`config.mk`:
```
export PLATFORM = sky130hd
export DESIGN_NAME = cc_branch_unit
export DESIGN_NICKNAME = d
export VERILOG_FILES = /design/src/rtl/cc_pkg.sv /design/src/rtl/cc_classify.sv /design/src/rtl/cc_state_reg.sv /design/src/rtl/cc_branch_eval.sv /design/src/rtl/cc_branch_unit.sv
export SDC_FILE = /design/constraint.sdc
export NUM_CORES = 1
export LEC_CHECK = 0
export BUFFER_PORTS_ARGS = -buffer_cell sky130_fd_sc_hd__buf_4
export CORE_AREA = 3 3 40 42
export CTS_BUF_LIST = sky130_fd_sc_hd__clkbuf_8 sky130_fd_sc_hd__clkbuf_16
export DETAILED_ROUTE_END_ITERATION = 8
export DIE_AREA = 0 0 43 45
export PLACE_DENSITY_LB_ADDON = 0.05
export SLEW_MARGIN = 20
export SYNTH_ARGS = -nofsm -noshare
export SYNTH_HDL_FRONTEND = slang
export SYNTH_SLANG_ARGS = --single-unit
```
`constraint.sdc`:
```
create_clock -name clk -period 1.1 [get_ports clk]
set_input_delay 0.055 -clock clk [delete_from_list [all_inputs] [get_ports clk]]
set_output_delay 0.055 -clock clk [all_outputs]
set_load 0.05 [all_outputs]
```
`src/rtl/cc_pkg.sv`:
```
package cc_pkg;

    typedef enum logic [1:0] {
        CC_ZERO = 2'd0,
        CC_NEG  = 2'd1,
        CC_POS  = 2'd2
    } cc_state_t;

    localparam int OP_W = 4;

    localparam logic [OP_W-1:0] OP_BR  = 4'b0000;
    localparam logic [OP_W-1:0] OP_ADD = 4'b0001;
    localparam logic [OP_W-1:0] OP_AND = 4'b0101;
    localparam logic [OP_W-1:0] OP_NOT = 4'b1001;
    localparam logic [OP_W-1:0] OP_LD  = 4'b0010;
    localparam logic [OP_W-1:0] OP_LDR = 4'b0110;
    localparam logic [OP_W-1:0] OP_LDI = 4'b1010;
    localparam logic [OP_W-1:0] OP_LEA = 4'b1110;

    // True for the opcodes that write a general register
    function automatic logic op_sets_cc(input logic [OP_W-1:0] op);
        logic hit;
        case (op)
            OP_ADD, OP_AND, OP_NOT,
            OP_LD, OP_LDR, OP_LDI, OP_LEA: hit = 1'b1;
            default:                       hit = 1'b0;
        endcase
        return hit;
    endfunction

endpackage

```
`src/rtl/cc_classify.sv`:
```
module cc_classify
    import cc_pkg::*;
#(
    parameter int DATA_W = 16
) (
    input  logic [DATA_W-1:0] value,
    output cc_state_t         cls
);

    localparam int SIGN_BIT = DATA_W - 1;

    always_comb begin
        if (value[SIGN_BIT]) begin
            cls = CC_NEG;
        end else if (value == '0) begin
            cls = CC_ZERO;
        end else begin
            cls = CC_POS;
        end
    end

endmodule

```
`src/rtl/cc_state_reg.sv`:
```
module cc_state_reg
    import cc_pkg::*;
(
    input  logic      clk,
    input  logic      rst_n,
    input  logic      upd,
    input  cc_state_t cls,
    output logic      flag_n,
    output logic      flag_z,
    output logic      flag_p
);

    cc_state_t state;
    cc_state_t state_nxt;

    // Transition selection: UPDATE jumps to the class, HOLD keeps state
    always_comb begin
        state_nxt = state;
        if (upd) begin
            unique case (cls)
                CC_NEG:  state_nxt = CC_NEG;
                CC_ZERO: state_nxt = CC_ZERO;
                CC_POS:  state_nxt = CC_POS;
                default: state_nxt = CC_ZERO;
            endcase
        end
    end

    // State register
    always_ff @(posedge clk or negedge rst_n) begin
        if (!rst_n) begin
            state <= CC_ZERO;
        end else begin
            state <= state_nxt;
        end
    end

    // Output decode
    always_comb begin
        flag_n = 1'b0;
        flag_z = 1'b0;
        flag_p = 1'b0;
        unique case (state)
            CC_NEG:  flag_n = 1'b1;
            CC_ZERO: flag_z = 1'b1;
            CC_POS:  flag_p = 1'b1;
            default: flag_z = 1'b1;
        endcase
    end

    AST_FLAGS_ONEHOT: assert property (@(posedge clk) disable iff (!rst_n)
        $countones({flag_n, flag_z, flag_p}) == 1);

    AST_HOLD_NO_UPDATE: assert property (@(posedge clk) disable iff (!rst_n)
        !upd |=> $stable({flag_n, flag_z, flag_p}));

    AST_NEG_LOAD: assert property (@(posedge clk) disable iff (!rst_n)
        (upd && cls == CC_NEG) |=> flag_n);

    AST_ZERO_LOAD: assert property (@(posedge clk) disable iff (!rst_n)
        (upd && cls == CC_ZERO) |=> flag_z);

    AST_POS_LOAD: assert property (@(posedge clk) disable iff (!rst_n)
        (upd && cls == CC_POS) |=> flag_p);

endmodule

```
`src/rtl/cc_branch_eval.sv`:
```
module cc_branch_eval
    import cc_pkg::*;
#(
    parameter int INSTR_W = 16
) (
    input  logic               clk,
    input  logic               rst_n,
    input  logic [INSTR_W-1:0] instr,
    input  logic [2:0]         flags_nzp,
    output logic               taken
);

    localparam int OP_LSB   = INSTR_W - OP_W;
    localparam int MASK_LSB = OP_LSB - 3;

    logic [OP_W-1:0] op;
    logic [2:0]      mask_nzp;
    logic            is_br;

    assign op       = instr[INSTR_W-1:OP_LSB];
    assign mask_nzp = instr[OP_LSB-1:MASK_LSB];
    assign is_br    = (op == OP_BR);

    always_comb begin
        taken = 1'b0;
        if (is_br) begin
            taken = |(mask_nzp & flags_nzp);
        end
    end

    AST_ALL_MASK_TAKEN: assert property (@(posedge clk) disable iff (!rst_n)
        (is_br && mask_nzp == 3'b111) |-> taken);

    AST_EMPTY_MASK_NOT_TAKEN: assert property (@(posedge clk) disable iff (!rst_n)
        (mask_nzp == 3'b000) |-> !taken);

    AST_NON_BRANCH_QUIET: assert property (@(posedge clk) disable iff (!rst_n)
        !is_br |-> !taken);

endmodule

```
`src/rtl/cc_branch_unit.sv`:
```
module cc_branch_unit
    import cc_pkg::*;
#(
    parameter int DATA_W = 16
) (
    input  logic              clk,
    input  logic              rst_n,
    input  logic              wb_en,
    input  logic [3:0]        wb_op,
    input  logic [DATA_W-1:0] wb_data,
    input  logic [DATA_W-1:0] br_instr,
    output logic              flag_n,
    output logic              flag_z,
    output logic              flag_p,
    output logic              br_taken
);

    cc_state_t wb_cls;
    logic      wb_upd;

    assign wb_upd = wb_en && op_sets_cc(wb_op);

    cc_classify #(.DATA_W(DATA_W)) u_classify (
        .value (wb_data),
        .cls   (wb_cls)
    );

    cc_state_reg u_state (
        .clk    (clk),
        .rst_n  (rst_n),
        .upd    (wb_upd),
        .cls    (wb_cls),
        .flag_n (flag_n),
        .flag_z (flag_z),
        .flag_p (flag_p)
    );

    cc_branch_eval #(.INSTR_W(DATA_W)) u_branch (
        .clk       (clk),
        .rst_n     (rst_n),
        .instr     (br_instr),
        .flags_nzp ({flag_n, flag_z, flag_p}),
        .taken     (br_taken)
    );

    AST_NO_STORE_UPDATE: assert property (@(posedge clk) disable iff (!rst_n)
        (wb_en && !op_sets_cc(wb_op)) |=> $stable({flag_n, flag_z, flag_p}));

endmodule

```
Yosys cells after proc, flatten, opt, wreduce, memory -nomap -nowiden
Index checks and enable logic that the tools add are counted.
{"block": "classes", "eq_ne": 11, "n_mux": 8, "bitwise": 1, "n_reduce_logical": 6}
{"cell": "$logic_not 16->1", "n": 1}
{"cell": "$eq 4x4->1 const B", "n": 3}
{"cell": "$eq 4x3->1 const B", "n": 2}
{"cell": "$reduce_or 7->1", "n": 1}
{"cell": "$mux 1", "n": 5}
{"cell": "$eq 2x1->1 const B", "n": 2}
{"cell": "$eq 2x2->1 const B", "n": 2}
{"cell": "$eq 4x1->1 const B", "n": 1}
{"cell": "$eq 4x2->1 const B", "n": 1}
{"cell": "$logic_not 4->1", "n": 1}
{"cell": "$mux 2", "n": 2}
{"cell": "$pmux 2 s2", "n": 1}
{"cell": "$and 3x3->3", "n": 1}
{"cell": "$reduce_or 3->1", "n": 1}
{"cell": "$reduce_or 2->1", "n": 1}
{"cell": "$logic_and 1x1->1", "n": 1}
{"block": "totals", "register_bits": 2, "in_bits": 39, "word_cells": 27}

Depth between registers and ports, before layout
{"block": "depth", "word_depth": 6, "mapped_depth": 4, "mapped_depth_nobuf": 4}

Modules after synthesis
A second synthesis with hierarchy kept.
{"block": "hier_totals", "cells_unflattened": 22, "area_unflattened_um2": 190.2}
{"module": "cc_state_reg", "instances": 1, "cells_each": 10, "area_per_inst_um2": 107.6, "seq_area_each_um2": 50.0}
{"module": "cc_classify", "instances": 1, "cells_each": 6, "area_per_inst_um2": 40.0, "seq_area_each_um2": 0.0}
{"module": "cc_branch_eval", "instances": 1, "cells_each": 3, "area_per_inst_um2": 21.3, "seq_area_each_um2": 0.0}
{"module": "cc_branch_unit", "instances": 1, "cells_each": 3, "area_per_inst_um2": 21.3, "seq_area_each_um2": 0.0}

Least setup slack after synthesis
No wires, ideal clock.
{"block": "synth_timing", "kind": "register to output", "startpoint": "register u_state.state[0]", "endpoint": "output port br_taken", "arrival_ns": 1.796, "path_slack_ns": -0.751, "path_stages_with_launch": 5, "path_buffers": 0, "path_cell_list": "dfrtp_1 inv_1 ha_1 a222oi_1 nor2_1"}
{"block": "synth_between", "elab_chain_cells": 6, "elab_cells_between_ends": 9, "cone_classes": "eq/ne (2); mux (4); bitwise (1); reduce/logical (2)"}
{"item": "start, declared", "line": "cc_state_reg.sv:13", "text": "cc_state_t state;"}
{"item": "start signal, assigned", "line": "cc_state_reg.sv:34", "text": "state <= state_nxt;"}
{"item": "$eq 2x1->1 or $eq 2x2->1 (tied branches)", "line": "cc_state_reg.sv:43", "text": "unique case (state)"}
{"item": "$reduce_or 2->1 (no source line) (*)"}
{"item": "$mux 1 (*)", "line": "cc_state_reg.sv:43"}
{"item": "named net flag_z", "line": "cc_branch_unit.sv:13", "text": "output logic flag_z,"}
{"item": "$and 3x3->3 (*)", "line": "cc_branch_eval.sv:27", "text": "taken = |(mask_nzp & flags_nzp);"}
{"item": "$reduce_or 3->1 (*)", "line": "cc_branch_eval.sv:27"}
{"item": "$mux 1 (*)", "line": "cc_branch_eval.sv:26", "text": "if (is_br) begin"}
{"item": "end, declared", "line": "cc_branch_unit.sv:15", "text": "output logic br_taken"}
The timed path passes the listed nets; every way through them passes the cells marked *.

Final worst setup path
{"block": "layout_timing", "startpoint": "register u_state.state[0]", "endpoint": "output port br_taken"}
{"block": "layout_between", "elab_chain_cells": 6, "elab_cells_between_ends": 9, "cone_classes": "eq/ne (2); mux (4); bitwise (1); reduce/logical (2)"}
{"item": "$eq 2x1->1 or $eq 2x2->1 (tied branches)", "line": "cc_state_reg.sv:43"}
{"item": "$reduce_or 2->1 (no source line)"}
{"item": "$mux 1", "line": "cc_state_reg.sv:43"}
{"item": "$and 3x3->3 (*)", "line": "cc_branch_eval.sv:27"}
{"item": "$reduce_or 3->1 (*)", "line": "cc_branch_eval.sv:27"}
{"item": "$mux 1 (*)", "line": "cc_branch_eval.sv:26"}
Every way passes the cells marked *; elsewhere a longest branch is shown, timed or not.

==> results.toml <==
[status]
outcome = "complete, but fails checks"
violations = "negative setup slack"

[placed_design]
dp_slack_ns = -0.2998
post_dp_cell_area_um2 = 521.8
port-buffer-count = 33
gp_congestion = 0.6379

[setup_path]
setup.worst_path.end = "br_taken"
crit_fanout = 2
crit_path_cell_trace = "inv_2 -> ha_4 -> a222oi_1 -> buf_4 -> nor2_4 -> buf_6"
start_kind = "flip-flop"
worst_ep_arrival_time_ns = 1.49
worstSetupStartpoint = "u_state.state[0]$_DFFE_PN0P_"
setup.worst_path.class = "flip-flop to primary output"
critical_path.n_buffers_inverters = 3
r2r_start = "u_state.state[0]$_DFFE_PN0P_"
worstRegToRegCells = 3
crit_path_max_incr_delay_ns = 0.39
timing.critical_path.slowest_stage_cell = "dfrtp_1"
setup_slack_reg_to_reg_ns = 0.09
cp_top_family = "flip-flops"
crit_cells = 6
crit-reg2reg-capture = "u_state.state[0]$_DFFE_PN0P_"
setup.worst_path.end_class = "primary output"
required_time_reported_for_the_critical_path_endpoint_ns = 1.04

[cts]
cts-buffers-inserted = 3
h-tree-depth = 1
clk-insertion-delay-late_ns = 0.21
clkSlewWorstSetupHoldPaths_ns = 0.03
clk_root_buffer_cell = "clkbuf_8"
clk_path_buf_depth = 2
clock_tree_from_tritoncts = "built"
numClockSinks = 2

[final_layout]
largest_reg_flops = 2
final_layout_size_suffix_gt1_share_pct = 79.37
reg_top3 = "u_state.state (2)"
n_fill_cell = 121
largest_register = "u_state.state"
layout.cell_area.non_filler_um2 = 609.3
insertedDiodeCount = 0
syn_to_final_growth_pct = 189.9
design.final.nets = 106

[detailed_routing]
vias = 341
antenna_violating_nets_post_route = 0
drt_pre_antenna_iters = 4
detailedRoute.firstIterationViolations = 4
totalWireLength_um = 801
post-route-drc-count = 0
vias_per_cell = 4.372
avgRoutedWirePerCell_um = 10.27

[die]
die_h_um = 45
num_io_pins = 43
core_area_mm2 = 0.001285
die_outline_area_mm2 = 0.001935
initial_core_util_pct = 16.36
rows = 13
die_w_um = 43

[timing]
fmax_mhz = 649.1
hold_viol_final = 0
final_max_slew_viol_count = 0
maxSlewHeadroom_pct = 82.07
timing.final.ws_setup_ns = -0.4406
worst-slew-pin-transition_ns = 0.2666
setup-violations-final = 3
final.min_clock_period_ns = 1.541
setup_total_negative_slack_ns = -0.5771
post-route-period-util_pct = 140.1
timing.clock.skew_ns = 0
worst_hold_slack_ns = 0.1062
rsz_0062_raised_after_global_routing = "true"

[global_routing]
gr-total-overflow = 0
number_of_antenna_violations_at_the_first_check_in_global_routing = 0
grt.total_usage_pct = 9.643
grt_pass1_wl_um = 1317
number_of_global_route_vias_before_repair = 385
grt_max_degree = 4

[synthesis]
post_synthesis_register_bit_count = 2
post_synthesis_cell_type_with_the_largest_combined_area = "dfrtp_1"
netlist_area_um2 = 210.2
synth_async_sr_flop_share_pct = 100.0
syn_avg_cell_area_um2 = 9.555
synthFlopType = "dfrtp_1"
yosys-top-cells-count = "4 x nor4_1, 2 x dfrtp_1, 2 x ha_1, 2 x inv_1"
post_synth_inst_count = 22
ys_top_cells_by_area = "dfrtp_1 24%, ha_1 12%, nor4_1 12%, mux2_4 7.1%, nand2b_4 6.5%"
synth_seq_area_share_pct = 23.81
synthesis.yosys.warnings = 0
synth.net_count = 63
post_synth_edffs = 0
post-synth-top-count-cell = "nor4_1"
count_of_cell_types_in_the_netlist = 16
post-synth-top-area-fraction_pct = 23.81

[power]
cellPowerDensity_mw_per_mm2 = 1328
p_sw_share_pct = 32.91
power.internal_mw = 0.5430
power.share.sequential_pct = 12.7
p_comb_share_pct = 51.8
max-vdd-ir-drop_uv = 433.9
total_switching_power_mw = 0.2663
fin_total_pwr_mw = 0.8093
power.static_leakage_nw = 0.2976
clock_power_share_pct = 35.5

[hold_path]
worstHoldPathType = "primary input to flip-flop"

[flow_run]
cap_viol_max_count = 0
layout make-up:
class | instances | area [um2] | share of cell area (%)
clock buffers | 3 | 41.29 | 6.776
repair buffers | 38 | 306.5 | 50.31
inverters | 2 | 7.507 | 1.232
well taps | 15 | 18.77 | 3.080
flip-flops and latches | 2 | 50.05 | 8.214
multi-input cells | 18 | 185.2 | 30.39
cells by family after synthesis:
kind of cell             Yosys count  synth area share [%]
flip-flops                         2                 23.81
AND/OR/NAND/NOR                   12                 39.89
adder cells (fa/ha/maj)            2                 11.90
buffers and inverters              2                 3.573
multiplexers                       1                 7.141
AO/OA/AOI/OAI                      3                 13.69
power by group through the flow:
stage	Clock (mW)	Combinational (mW)	Sequential [mW]
2_1_floorplan	0	0.231	0.100
3_3_place_gp	0	0.363	0.0997
3_5_place_dp	0	0.370	0.101
4_1_cts	0.294	0.422	0.103
5_1_grt	0.314	0.445	0.105
6_report	0.287	0.420	0.103
through the flow:
| step | cells | util (%) |
|---|---|---|
| 6_report | 78 | 47.42 |
| 5_1_grt | 78 | 47.42 |
| 4_1_cts | 78 | 47.42 |
| 3_5_place_dp | 73 | 40.60 |
| 3_3_place_gp | 73 | 40.60 |
| 2_1_floorplan | 22 | - |
what timing repair did:
action	in CTS	in global routing
gates resized for setup	8	0
setup endpoints to repair	3	3
hold endpoints to repair	2	0
setup buffers	1	0
pin swaps	3	0
hold buffers	1	0
placed cells by master, fill, tap and decap left out, drive strengths merged:
cell type / instances
nor2: 1
ha: 2
mux2: 1
or4: 1
nor2b: 1
inv: 2
nand2b: 2
buf: 37
o21ai: 1
nand2: 1
a222oi: 1
nor4: 4
a32o: 1
clkbuf: 3
dfrtp: 2
nand4: 1
and2: 1
dlygate4sd3: 1
worst min path at each step:
stage / startpoint / end / cells past startpoint
2_1_floorplan: rst_n / u_state.state[0]$_DFFE_PN0P_ / 0
3_3_place_gp: rst_n / u_state.state[0]$_DFFE_PN0P_ / 1
3_5_place_dp: rst_n / u_state.state[0]$_DFFE_PN0P_ / 1
4_1_cts: wb_data[15] / u_state.state[0]$_DFFE_PN0P_ / 2
5_1_grt: wb_data[15] / u_state.state[0]$_DFFE_PN0P_ / 2
6_report: wb_data[15] / u_state.state[0]$_DFFE_PN0P_ / 2
layer usage:
metal / GRT usage (%) / routed length, um / share of wire [%] / up-vias
met5: 0 / 0 / 0 / -
li1: - / - / - / 168
met2: 17.07 / 439 / 55 / 21
met1: 9.113 / 280 / 35 / 152
met3: 1.195 / 81 / 10 / 0
met4: 10.84 / 0 / 0 / 0
worst reg2reg max path: stages, from the launching register on:
cell and delay [ns]:
dfrtp_1 0.39, buf_6 0.13, buf_4 0.12, mux2_4 0.24
No activity file was read; power rests on OpenSTA's default activity.
